===== src/rtl/csr_pkg.sv =====
package csr_pkg;

  localparam int OFF_CTRL   = 'h000;
  localparam int OFF_STAT   = 'h004;
  localparam int OFF_SHARED = 'h008;
  localparam int OFF_CNT    = 'h00C;
  localparam int OFF_EVT    = 'h010;

  localparam int MODE_W   = 4;
  localparam int GAIN_W   = 4;
  localparam int MODE_LSB = 0;
  localparam int GAIN_LSB = MODE_LSB + MODE_W;
  localparam int EN_BIT   = GAIN_LSB + GAIN_W;
  localparam int ARM_BIT  = 16;

  localparam logic [MODE_W-1:0] MODE_RST = 4'hA;
  localparam logic [GAIN_W-1:0] GAIN_RST = 4'h3;
  localparam logic              EN_RST   = 1'b1;
  localparam logic              ARM_RST  = 1'b0;

  typedef enum logic [2:0] {
    SEL_NONE,
    SEL_CTRL,
    SEL_STAT,
    SEL_SHARED,
    SEL_CNT,
    SEL_EVT,
    SEL_ARR
  } csr_sel_e;

endpackage


===== src/rtl/csr_decode.sv =====
module csr_decode
  import csr_pkg::*;
#(
  parameter int ADDR_W     = 16,
  parameter int ARR_BASE   = 'h1000,
  parameter int ARR_N      = 16,
  parameter int ARR_STRIDE = 'h10,
  localparam int IDX_W     = (ARR_N > 1) ? $clog2(ARR_N) : 1
) (
  input  logic [ADDR_W-1:0] addr,
  output csr_sel_e          sel,
  output logic [IDX_W-1:0]  idx
);

  localparam int STRIDE_LG = $clog2(ARR_STRIDE);
  localparam logic [ADDR_W-1:0] BASE_A = ADDR_W'(ARR_BASE);
  localparam logic [ADDR_W-1:0] SPAN_A = ADDR_W'(ARR_N * ARR_STRIDE);
  localparam logic [ADDR_W-1:0] MASK_A = ADDR_W'(ARR_STRIDE - 1);

  logic [ADDR_W-1:0] off;
  logic              in_arr;

  always_comb begin
    off    = addr - BASE_A;
    in_arr = (addr >= BASE_A) && (off < SPAN_A) && ((off & MASK_A) == '0);
    idx    = IDX_W'(off >> STRIDE_LG);
    if (in_arr) begin
      sel = SEL_ARR;
    end else begin
      case (addr)
        ADDR_W'(OFF_CTRL):   sel = SEL_CTRL;
        ADDR_W'(OFF_STAT):   sel = SEL_STAT;
        ADDR_W'(OFF_SHARED): sel = SEL_SHARED;
        ADDR_W'(OFF_CNT):    sel = SEL_CNT;
        ADDR_W'(OFF_EVT):    sel = SEL_EVT;
        default:             sel = SEL_NONE;
      endcase
    end
  end

endmodule


===== src/rtl/csr_counter.sv =====
module csr_counter #(
  parameter int CNT_W = 8
) (
  input  logic             clk,
  input  logic             rst_n,
  input  logic             inc,
  output logic [CNT_W-1:0] cnt
);

  always_ff @(posedge clk or negedge rst_n) begin
    if (!rst_n)   cnt <= '0;
    else if (inc) cnt <= cnt + 1'b1;
  end

  // one step per access, wrapping
  assert_count_step_R5: assert property (@(posedge clk) disable iff (!rst_n)
    inc |=> cnt == CNT_W'($past(cnt) + 1'b1));
  assert_count_hold_R5: assert property (@(posedge clk) disable iff (!rst_n)
    !inc |=> $stable(cnt));

endmodule


===== src/rtl/csr_event.sv =====
module csr_event (
  input  logic clk,
  input  logic rst_n,
  input  logic set,
  input  logic rclr,
  output logic flag
);

  always_ff @(posedge clk or negedge rst_n) begin
    if (!rst_n)    flag <= 1'b0;
    else if (set)  flag <= 1'b1;
    else if (rclr) flag <= 1'b0;
  end

  // hardware set has precedence over read-clear
  assert_set_wins_R6: assert property (@(posedge clk) disable iff (!rst_n)
    set |=> flag);
  assert_read_clears_R6: assert property (@(posedge clk) disable iff (!rst_n)
    (rclr && !set) |=> !flag);
  assert_flag_sticky_R6: assert property (@(posedge clk) disable iff (!rst_n)
    (!rclr && !set) |=> $stable(flag));

endmodule


===== src/rtl/csr_array.sv =====
module csr_array #(
  parameter int ARR_N     = 16,
  parameter int ARR_W     = 16,
  localparam int IDX_W    = (ARR_N > 1) ? $clog2(ARR_N) : 1
) (
  input  logic             clk,
  input  logic             rst_n,
  input  logic             we,
  input  logic [IDX_W-1:0] idx,
  input  logic [ARR_W-1:0] wdata,
  output logic [ARR_W-1:0] rdata
);

  logic [ARR_W-1:0] entry [ARR_N];

  for (genvar g = 0; g < ARR_N; g++) begin : g_entry
    always_ff @(posedge clk or negedge rst_n) begin
      if (!rst_n)                             entry[g] <= '0;
      else if (we && idx == IDX_W'(g))        entry[g] <= wdata;
    end

    // entries are independent
    assert_entry_isolated_R7: assert property (@(posedge clk) disable iff (!rst_n)
      !(we && idx == IDX_W'(g)) |=> $stable(entry[g]));
  end

  always_comb begin
    rdata = '0;
    for (int i = 0; i < ARR_N; i++) begin
      if (idx == IDX_W'(i)) rdata = entry[i];
    end
  end

endmodule


===== src/rtl/csr_regblock.sv =====
module csr_regblock
  import csr_pkg::*;
#(
  parameter int ADDR_W     = 16,
  parameter int DATA_W     = 32,
  parameter int STAT_W     = 8,
  parameter int SHR_W      = 8,
  parameter int SHR_RST    = 42,
  parameter int CNT_W      = 8,
  parameter int ARR_N      = 16,
  parameter int ARR_W      = 16,
  parameter int ARR_BASE   = 'h1000,
  parameter int ARR_STRIDE = 'h10
) (
  input  logic              clk,
  input  logic              rst_n,
  input  logic [ADDR_W-1:0] bus_addr,
  input  logic              bus_wr,
  input  logic [DATA_W-1:0] bus_wdata,
  input  logic              bus_rd,
  output logic [DATA_W-1:0] bus_rdata,
  output logic              bus_rvalid,
  output logic [MODE_W-1:0] ctl_mode,
  output logic [GAIN_W-1:0] ctl_gain,
  output logic              ctl_en,
  output logic              ctl_arm,
  input  logic [STAT_W-1:0] stat_in,
  input  logic              shr_we,
  input  logic [SHR_W-1:0]  shr_in,
  output logic [SHR_W-1:0]  shr_q,
  input  logic              evt_set
);

  localparam int IDX_W = (ARR_N > 1) ? $clog2(ARR_N) : 1;

  csr_sel_e         sel;
  logic [IDX_W-1:0] arr_idx;
  logic [CNT_W-1:0] acc_cnt;
  logic             evt_flag;
  logic [ARR_W-1:0] arr_rdata;
  logic [DATA_W-1:0] rd_mux;
  logic             shr_acc;
  logic             evt_rclr;
  logic             arr_we;

  csr_decode #(
    .ADDR_W(ADDR_W), .ARR_BASE(ARR_BASE), .ARR_N(ARR_N), .ARR_STRIDE(ARR_STRIDE)
  ) u_decode (
    .addr(bus_addr), .sel(sel), .idx(arr_idx)
  );

  // CTRL: software-owned fields driving hardware
  always_ff @(posedge clk or negedge rst_n) begin
    if (!rst_n) begin
      ctl_mode <= MODE_RST;
      ctl_gain <= GAIN_RST;
      ctl_en   <= EN_RST;
      ctl_arm  <= ARM_RST;
    end else if (bus_wr && sel == SEL_CTRL) begin
      ctl_mode <= bus_wdata[MODE_LSB +: MODE_W];
      ctl_gain <= bus_wdata[GAIN_LSB +: GAIN_W];
      ctl_en   <= bus_wdata[EN_BIT];
      ctl_arm  <= bus_wdata[ARM_BIT];
    end
  end

  // SHARED: hardware load has priority over software write
  always_ff @(posedge clk or negedge rst_n) begin
    if (!rst_n)                          shr_q <= SHR_W'(SHR_RST);
    else if (shr_we)                     shr_q <= shr_in;
    else if (bus_wr && sel == SEL_SHARED) shr_q <= bus_wdata[SHR_W-1:0];
  end

  assign shr_acc  = (bus_wr || bus_rd) && (sel == SEL_SHARED);
  assign evt_rclr = bus_rd && (sel == SEL_EVT);
  assign arr_we   = bus_wr && (sel == SEL_ARR);

  csr_counter #(.CNT_W(CNT_W)) u_counter (
    .clk(clk), .rst_n(rst_n), .inc(shr_acc), .cnt(acc_cnt)
  );

  csr_event u_event (
    .clk(clk), .rst_n(rst_n), .set(evt_set), .rclr(evt_rclr), .flag(evt_flag)
  );

  csr_array #(.ARR_N(ARR_N), .ARR_W(ARR_W)) u_array (
    .clk(clk), .rst_n(rst_n), .we(arr_we), .idx(arr_idx),
    .wdata(bus_wdata[ARR_W-1:0]), .rdata(arr_rdata)
  );

  always_comb begin
    rd_mux = '0;
    case (sel)
      SEL_CTRL: begin
        rd_mux[MODE_LSB +: MODE_W] = ctl_mode;
        rd_mux[GAIN_LSB +: GAIN_W] = ctl_gain;
        rd_mux[EN_BIT]             = ctl_en;
        rd_mux[ARM_BIT]            = ctl_arm;
      end
      SEL_STAT:   rd_mux = DATA_W'(stat_in);
      SEL_SHARED: rd_mux = DATA_W'(shr_q);
      SEL_CNT:    rd_mux = DATA_W'(acc_cnt);
      SEL_EVT:    rd_mux = DATA_W'(evt_flag);
      SEL_ARR:    rd_mux = DATA_W'(arr_rdata);
      default:    rd_mux = '0;
    endcase
  end

  always_ff @(posedge clk or negedge rst_n) begin
    if (!rst_n) begin
      bus_rvalid <= 1'b0;
      bus_rdata  <= '0;
    end else begin
      bus_rvalid <= bus_rd;
      bus_rdata  <= bus_rd ? rd_mux : '0;
    end
  end

  // a CTRL write reaches the hardware outputs
  assert_ctrl_load_R2: assert property (@(posedge clk) disable iff (!rst_n)
    (bus_wr && sel == SEL_CTRL) |=>
      (ctl_mode == $past(bus_wdata[MODE_LSB +: MODE_W]) && ctl_arm == $past(bus_wdata[ARM_BIT])));
  // STAT reads mirror the input
  assert_stat_live_R3: assert property (@(posedge clk) disable iff (!rst_n)
    (bus_rd && sel == SEL_STAT) |=> bus_rdata == DATA_W'($past(stat_in)));
  // hardware write enable wins
  assert_hw_wins_R4: assert property (@(posedge clk) disable iff (!rst_n)
    shr_we |=> shr_q == $past(shr_in));
  // unmapped reads return zero
  assert_unmapped_zero_R8: assert property (@(posedge clk) disable iff (!rst_n)
    (bus_rd && sel == SEL_NONE) |=> bus_rdata == '0);
  // read latency and idle data
  assert_read_latency_R9: assert property (@(posedge clk) disable iff (!rst_n)
    bus_rd |=> bus_rvalid);
  assert_idle_zero_R9: assert property (@(posedge clk) disable iff (!rst_n)
    !bus_rvalid |-> bus_rdata == '0);

endmodule


===== config.mk =====
export PLATFORM = sky130hd
export DESIGN_NAME = csr_regblock
export DESIGN_NICKNAME = d
export VERILOG_FILES = /design/src/rtl/csr_pkg.sv /design/src/rtl/csr_decode.sv /design/src/rtl/csr_counter.sv /design/src/rtl/csr_event.sv /design/src/rtl/csr_array.sv /design/src/rtl/csr_regblock.sv
export SDC_FILE = /design/constraint.sdc
export NUM_CORES = 1
export LEC_CHECK = 0
export BUFFER_PORTS_ARGS = -buffer_cell sky130_fd_sc_hd__buf_4
export CAP_MARGIN = 25
export CELL_PAD_IN_SITES_DETAIL_PLACEMENT = 0
export CELL_PAD_IN_SITES_GLOBAL_PLACEMENT = 1
export CORE_ASPECT_RATIO = 0.7
export CORE_UTILIZATION = 35
export CTS_BUF_LIST = sky130_fd_sc_hd__clkbuf_8
export CTS_CLUSTER_DIAMETER = 200
export DETAILED_ROUTE_END_ITERATION = 7
export HOLD_SLACK_MARGIN = 0.05
export PLACE_DENSITY_LB_ADDON = 0.1
export SETUP_SLACK_MARGIN = 0.3
export SLEW_MARGIN = 20
export SYNTH_ARGS = -nofsm -noshare
export SYNTH_HDL_FRONTEND = slang
export SYNTH_HIERARCHICAL = 1
export SYNTH_SLANG_ARGS = --single-unit

===== constraint.sdc =====
create_clock -name clk -period 3.6 [get_ports clk]
set_input_delay 0.54 -clock clk [delete_from_list [all_inputs] [get_ports clk]]
set_output_delay 0.54 -clock clk [all_outputs]
set_load 0.02 [all_outputs]

==> results of run 1 <==
-- cell type report --
| class | instances | area, um^2 |
|---|---|---|
| Antenna cell | 3 | 7.507 |
| Clock buffer | 63 | 867.1 |
| Clock inverter | 30 | 148.9 |
| Fill cell | 3967 | 23780 |
| Inverter | 5 | 18.77 |
| Multi-Input combinational cell | 753 | 6436 |
| Sequential cell | 301 | 7542 |
| Tap cell | 544 | 680.7 |
| Timing Repair Buffer | 170 | 1474 |
-- flip-flops by register name, indices dropped and copies added (netlist names) --
| register | count |
|---|---|
| bus_rdata | 17 |
| bus_rvalid | 1 |
| ctl_arm | 1 |
| ctl_en | 1 |
| ctl_gain | 4 |
| ctl_mode | 4 |
| shr_q | 8 |
| u_array/entry | 256 |
| u_counter/cnt | 8 |
| u_event/flag | 1 |
-- what timing repair did --
| item | in CTS | in global routing |
|---|---|---|
| endpoints found under the hold margin | 31 | 0 |
| gates resized for setup | 0 | 0 |
| hold buffers | 1 | 0 |
-- synth_stat cells (8+ instances only) --
cell	n	area [um^2]
nor3_1	26	130.1
nand2_1	32	120.1
o21a_1	21	157.7
nor2b_1	8	50.05
mux2_4	10	150.1
o21ai_1	8	40.04
dfrtp_1	293	7332
a21oi_1	42	210.2
nand3_1	9	45.04
mux2i_1	37	370.4
and3_1	9	56.30
nor2_1	30	112.6
clkbuf_1	26	97.59
mux4_2	13	292.8
o21ai_0	62	310.3
dfstp_2	8	210.2
o22ai_1	32	200.2
a211o_1	11	96.34
buf_2	35	175.2
buf_4	34	255.2
mux2_2	263	2962
a21o_1	10	75.07
-- stage by stage --
| stage | util | std cells | area, um^2 | power (W) | setup WS (ps) |
|---|---|---|---|---|---|
| global placement | 0.3941 | 1772 | 16140 | 0.004009 | 248.4 |
| detailed placement | 0.3941 | 1772 | 16140 | 0.004008 | 250.2 |
| CTS | 0.4191 | 1866 | 17170 | 0.007138 | 878.8 |
| finish | 0.4193 | 1869 | 17180 | 0.007022 | 836.4 |
| floorplan | - | 1164 | 14620 | 0.003712 | 319.1 |
| global route | 0.4191 | 1866 | 17170 | 0.007334 | 750.7 |
-- critical path: cells and delay by family --
family / cells / cell delay [ps]
muxes: 1 / 330
AOI/OAI and AO/OA: 2 / 410
and+or+nand+nor: 5 / 1300
buffers and inverters: 3 / 620
-- layout by cell type, fill, tap and decap left out, types with 4 or more instances in the layout --
| master | instances |
|---|---|
| a211o_1 | 11 |
| a21o_1 | 10 |
| a21oi_1 | 41 |
| a22oi_1 | 7 |
| a31oi_1 | 5 |
| a32oi_1 | 6 |
| and3_1 | 9 |
| buf_12 | 15 |
| buf_4 | 153 |
| clkbuf_8 | 63 |
| clkinv_2 | 5 |
| conb_1 | 15 |
| dfrtp_1 | 293 |
| dfstp_2 | 8 |
| inv_1 | 28 |
| mux2_1 | 7 |
| mux2_2 | 263 |
| mux2_4 | 10 |
| mux2i_1 | 37 |
| mux4_2 | 13 |
| nand2_1 | 32 |
| nand2b_1 | 7 |
| nand3_1 | 8 |
| nand3_2 | 6 |
| nand4_1 | 4 |
| nand4_2 | 4 |
| nor2_1 | 30 |
| nor2_4 | 7 |
| nor2b_1 | 8 |
| nor3_1 | 26 |
| o211ai_1 | 4 |
| o21a_1 | 21 |
| o21ai_0 | 62 |
| o21ai_1 | 8 |
| o22a_1 | 5 |
| o22ai_1 | 32 |
| xnor2_1 | 4 |
| xor2_1 | 4 |
-- cells by family (layout without fill, tap and decap cells) --
logic type,Yosys count,in the layout,synth area share
adder cells (fa/ha/maj),1,1,0.0008611
other,1,18,0.0002581
XOR/XNOR,8,8,0.004823
flip-flops,301,301,0.5192
AO/OA/AOI/OAI,229,229,0.09922
AND/OR/NAND/NOR,170,170,0.06692
multiplexers,330,330,0.2653
buffers and inverters,110,268,0.04349
-- worst min path at each step --
stage,end
after global routing,u_event/flag$_DFFE_PN0P_
after floorplan,bus_rdata[0]$_DFF_PN0_
final,u_event/flag$_DFFE_PN0P_
after global placement,u_event/flag$_DFFE_PN0P_
after CTS,u_event/flag$_DFFE_PN0P_
after detailed placement,u_event/flag$_DFFE_PN0P_
-- power breakdown --
group	internal, W	leakage [nW]	switching, W
sequential	0.00340	4.16	0.00000818
clock	0.00164	0.609	0.00144
combinational	0.000169	3.85	0.000368
total	0.00521	8.62	0.00182
-- layer usage --
layer	share of wire	GRT usage	routed length [um]	vias up
met5	0	0	0	-
met4	0.014	0.04537	612	0
met3	0.038	0.03073	1662	52
met2	0.42	0.3021	18560	155
met1	0.53	0.3316	23170	5236
li1	-	-	-	4485
==> summary.md, run 1 <==
| Metric | Value |
|---|---|
| Measured slew at the worst slew-check pin | between 800 and 900 ps |
| CTS root buffer | clkbuf_8 |
| Critical path origin | bus_addr[4] |
| Ys flop type | dfrtp_1 |
| IO buf count | 90 |
| Clock Tree Buf Depth | 3 |
| Min-delay src | evt_set |
| CP most frequent cell | buf_12 |
| Initial antenna violation count | 0 |
| Hold Crit Depth | 2 |
| Final hold violations | 0 |
| Fin crit share | 0.7677 |
| All-Layer GR Usage | 0.2112 |
| R2R Path Start | u_array/entry[192]$_DFFE_PN0P_ |
| Min-Delay Path Class | input pin to register |
| Final nets | between 1k and 1.5k |
| RSZ-0062 raised after global routing | false |
| Crit path capture | u_array/entry[140]$_DFFE_PN0P_ |
| Effective utilization at floorplan | 0.3547 |
| Slowest cell delay on critical path | 470 ps |
| Vias in the first global route | between 9k and 10k |
| Seq/Total Area, Yosys | 0.5192 |
| Gpl congestion | 0.7457 |
| Total number of vias | 9928 |
| Row count | between 60 and 70 |
| CTS sink count | 301 |
| Final setup TNS | 0 ps |
| Htree depth | 2 |
| Clock skew | 37.03 ps |
| Crit-path max FO | 17 |
| Total grt overflow | 0 |
| Fin Hold WS | 137.4 ps |
| DRT iter0 DRCs | 594 |
| DR vias/cell | roughly 5.3 |
| Antenna violation net count after detailed routing | 0 |
| Final setup viols | 0 |
| Reg2reg end | bus_rdata[0]$_DFF_PN0_ |
| FF-to-FF setup slack | approximately 1100 ps |
| Synth Register Bits | 301 |
| Status | finished, final reports clean |
| Relative slew slack | 0.4116 |
| Post-layout min period | ~2800 ps |
| Post-synth EDFFs | 0 |
| Type of origin of the critical path | input pin |
| Peak supply drop | 0.2130 mV |
| Ys async rst share | 1.000 |
| Worst r2r path cells | 9 |
| Worst Path Required | 4070 ps |
| First-pass GRT wire length | 66130 um |
| Post-CTS Setup Bufs | 0 |
| Worst-skew pair later-pin latency | 620 ps |
| Core area | 40960 um^2 |
| Final count of pins violating max slew | 0 |
| Mapped cell area | 14530 um^2 |
| Mapped Avg Cell Area | 12.63 um^2 |
| Power Dens Cells | 408.8 nW/um^2 |
| Synthesis-to-layout area growth | 18.22% |
| Max Freq | 0.3618 GHz |
| Cells after Synth | between 1k and 1.5k |
| Max Cap Viol | 0 |
| DRT Pass-1 Iters | 4 |
| Post-DR wirelength/cell | 23.55 um |
| CP Class | input pin to register |
| Largest net degree at the start of global routing | 94 |
| Die W | roughly 250 um |
| Post-DP HPWL | around 28000 um |
| DRC | 0 |
| Clock transition at the registers of the reported paths | 60 ps |
| Leakage | 8.621 nW |
| Data arrival, critical path | ~3200 ps |
| Crit. End Element | register |
| CTS tree | yes |
| Critical-path top delay cell | or3b_2 |
| Number of CTS-inserted buffers | 50 |
| Die area | 42340 um^2 |
| Post-synth cell types | 66 |
| Yosys warning total | 6 |
| Die height | around 170 um |
| Layout cell share with drive strength beyond 1 | 0.4251 |
| # IOs | 121 |
| Cells along the critical path | buf_4 -> or3b_2 -> a21o_2 -> a21oi_1 -> and3b_1 -> and2_1 -> buf_12 -> nand2_2 -> nor2_4 -> buf_12 -> mux2_2 |
| WL final | 44010 um |
Power figures use the tool's default switching activity.
==> run 2, diff against run 1 <==
Clock period 3.6 ns to 2.4 ns, I/O delays scaled along.
==> run 2 against run 1 <==
Net effect: sequential power is 50% higher; flip-flop and latch count stayed put; count of clock-buffer cells in the layout unchanged; sequential share of layout area shrank 6.0 points; clock skew is 10 ps lower; utilization increased by 6.6 points; global-route usage increased by 1.3 points; critical path type is now register to register.
==> summary.md, run 2 (synthesis gave the netlist of run 1 again) <==
| Metric | Value |
|---|---|
| Clock skew | 26.55 ps |
| DR vias/cell | approximately 5.3 |
| CP Class | register to register |
| Final setup TNS | 0 ps |
| CTS root buffer | clkbuf_8 |
| Row count | 62 |
| Initial antenna violation count | 0 |
| CTS tree | yes |
| Effective utilization at floorplan | 0.3547 |
| Post-DR wirelength/cell | ~24 um |
| Clock transition at the registers of the reported paths | 70 ps |
| DRT Pass-1 Iters | 5 |
| Type of origin of the critical path | register |
| Max Freq | roughly 0.42 GHz |
| Synthesis-to-layout area growth | 36.82% |
| Commonest non-fill, non-tap cell in the layout | dfrtp_1 |
| Post-layout min period | 2359 ps |
| Final nets | 1476 |
| Gpl congestion | 0.7838 |
| Post-placement cell count | 1840 |
| Vias in the first global route | around 11k |
| DRT iter0 DRCs | 664 |
| Die area | 42340 um^2 |
| Final setup viols | 0 |
| Min-Delay Path Class | input pin to register |
| Final hold violations | 0 |
| Filler cells | 3679 |
| Clock Tree Buf Depth | 3 |
| Fin cells | about 2k |
| Fin crit share | 0.9829 |
| RSZ-0062 raised after global routing | true |
| Max reg flops | 256 |
| Power Dens Cells | approximately 530 nW/um^2 |
| Final count of pins violating max slew | 0 |
| Die W | ~250 um |
| Antenna violation net count after detailed routing | 0 |
| Total grt overflow | 0 |
| Max Cap Viol | 0 |
| Data arrival, critical path | 2840 ps |
| Pwr Total | 0.01063 W |
| Core area | 40960 um^2 |
| Peak supply drop | 0.3632 mV |
| Largest reg by FF count | u_array/entry |
| Die height | 172.5 um |
| Post-DP HPWL | 30380 um |
| IO buf count | 90 |
| Measured slew at the worst slew-check pin | 611.1 ps |
| Largest net degree at the start of global routing | 62 |
| ANT cells | 0 |
| Number of CTS-inserted buffers | 50 |
| Worst-skew pair later-pin latency | around 610 ps |
| WL final | 47820 um |
| DRC | 0 |
| Layout cell share with drive strength beyond 1 | 0.4805 |
| Commonest non-fill, non-tap cells in the layout | dfrtp_1, mux2_4, buf_4 |
| Regs by FF count | u_array/entry (256), bus_rdata (17) |
| Relative slew slack | 0.5907 |
| Total number of vias | 10.48k |
| Worst Path Required | 2880 ps |
| All-Layer GR Usage | 0.2246 |
| First-pass GRT wire length | ~70000 um |
| Htree depth | 2 |
| Crit-path max FO | 2 |
| CTS sink count | roughly 300 |
| # IOs | 121 |
| Crit. End Element | register |
| Leakage | around 10 nW |
| Status | finished, final reports clean |
## run 2: changes by cell type in the layout (fill, tap and decap cells not counted), sizes merged
cell	delta
clkinv	+1
and2	+1
buf	+106
dlygate4sd3	+16
inv	-10
nand2	+1
clkinvlp	+1
diode	-3
## run 2: area by class of cell
type	instances	area, um^2	area share
Clock buffer	63	867.1	0.04362
Clock inverter	22	120.1	0.006043
Inverter	5	22.52	0.001133
Multi-Input combinational cell	755	7665	0.3856
Sequential cell	301	7542	0.3795
Tap cell	544	680.7	0.03424
Timing Repair Buffer	292	2979	0.1499
## run 2: path summary, 6_finish.rpt
kind | start | end | slack (ps) | cells past startpoint
max in group asynchronous | rst_n | ctl_mode[3]$_DFFE_PN1P_ | 1350 | 3
hold / removal | stat_in[5] | bus_rdata[5]$_DFF_PN0_ | 90 | 3
setup reg to reg | u_array/entry[240]$_DFFE_PN0P_ | bus_rdata[0]$_DFF_PN0_ | 40 | 8
hold reg to reg | u_counter/cnt[7]$_DFFE_PN0P_ | u_counter/cnt[7]$_DFFE_PN0P_ | 480 | 1
min in group asynchronous | rst_n | u_array/entry[233]$_DFFE_PN0P_ | 300 | 2
setup / recovery | u_array/entry[240]$_DFFE_PN0P_ | bus_rdata[0]$_DFF_PN0_ | 40 | 8
## run 2: worst max-delay path, stage by stage, from the launching register on
cell     delay [ps]
dfrtp_1         390
mux4_2          500
o22ai_2         130
buf_4           150
a21oi_4          60
a211o_1         290
mux2_4          270
a221o_1         280
and3_1          160
## run 2: through the flow
step	instance area (um^2)	hold WS [ps]	utilization	setup WS (ps)
floorplan	14820	64.41	-	-565.8
global placement	16920	327.6	0.4130	-559.7
detailed placement	16920	324.7	0.4130	-597.8
CTS	19190	51.66	0.4686	-47.40
global route	19880	84.10	0.4853	-33.60
finish	19880	93.63	0.4853	40.94
## run 2: where the power goes
| part | switching (W) | internal [W] |
|---|---|---|
| Clock | 0.00214 | 0.00245 |
| Combinational | 0.000601 | 0.000338 |
| Sequential | 0.0000115 | 0.00509 |
| Total | 0.00276 | 0.00788 |
## run 2: repair_timing
action,CTS,global route
cloned,9,0
buffers inserted,21,10
pin swaps,17,13
setup endpoints to repair,272,280
gates resized for setup,181,151
hold endpoints to repair,59,0
hold buffers,17,0
## run 2: metal layers
layer	GRT usage	routed length [um]	up-vias	share of wire
met5	0	0	-	0
met4	0.04240	625	0	0.013
met3	0.05184	2767	64	0.058
met2	0.3086	19410	219	0.41
met1	0.3529	25010	5491	0.52
li1	-	-	4701	-
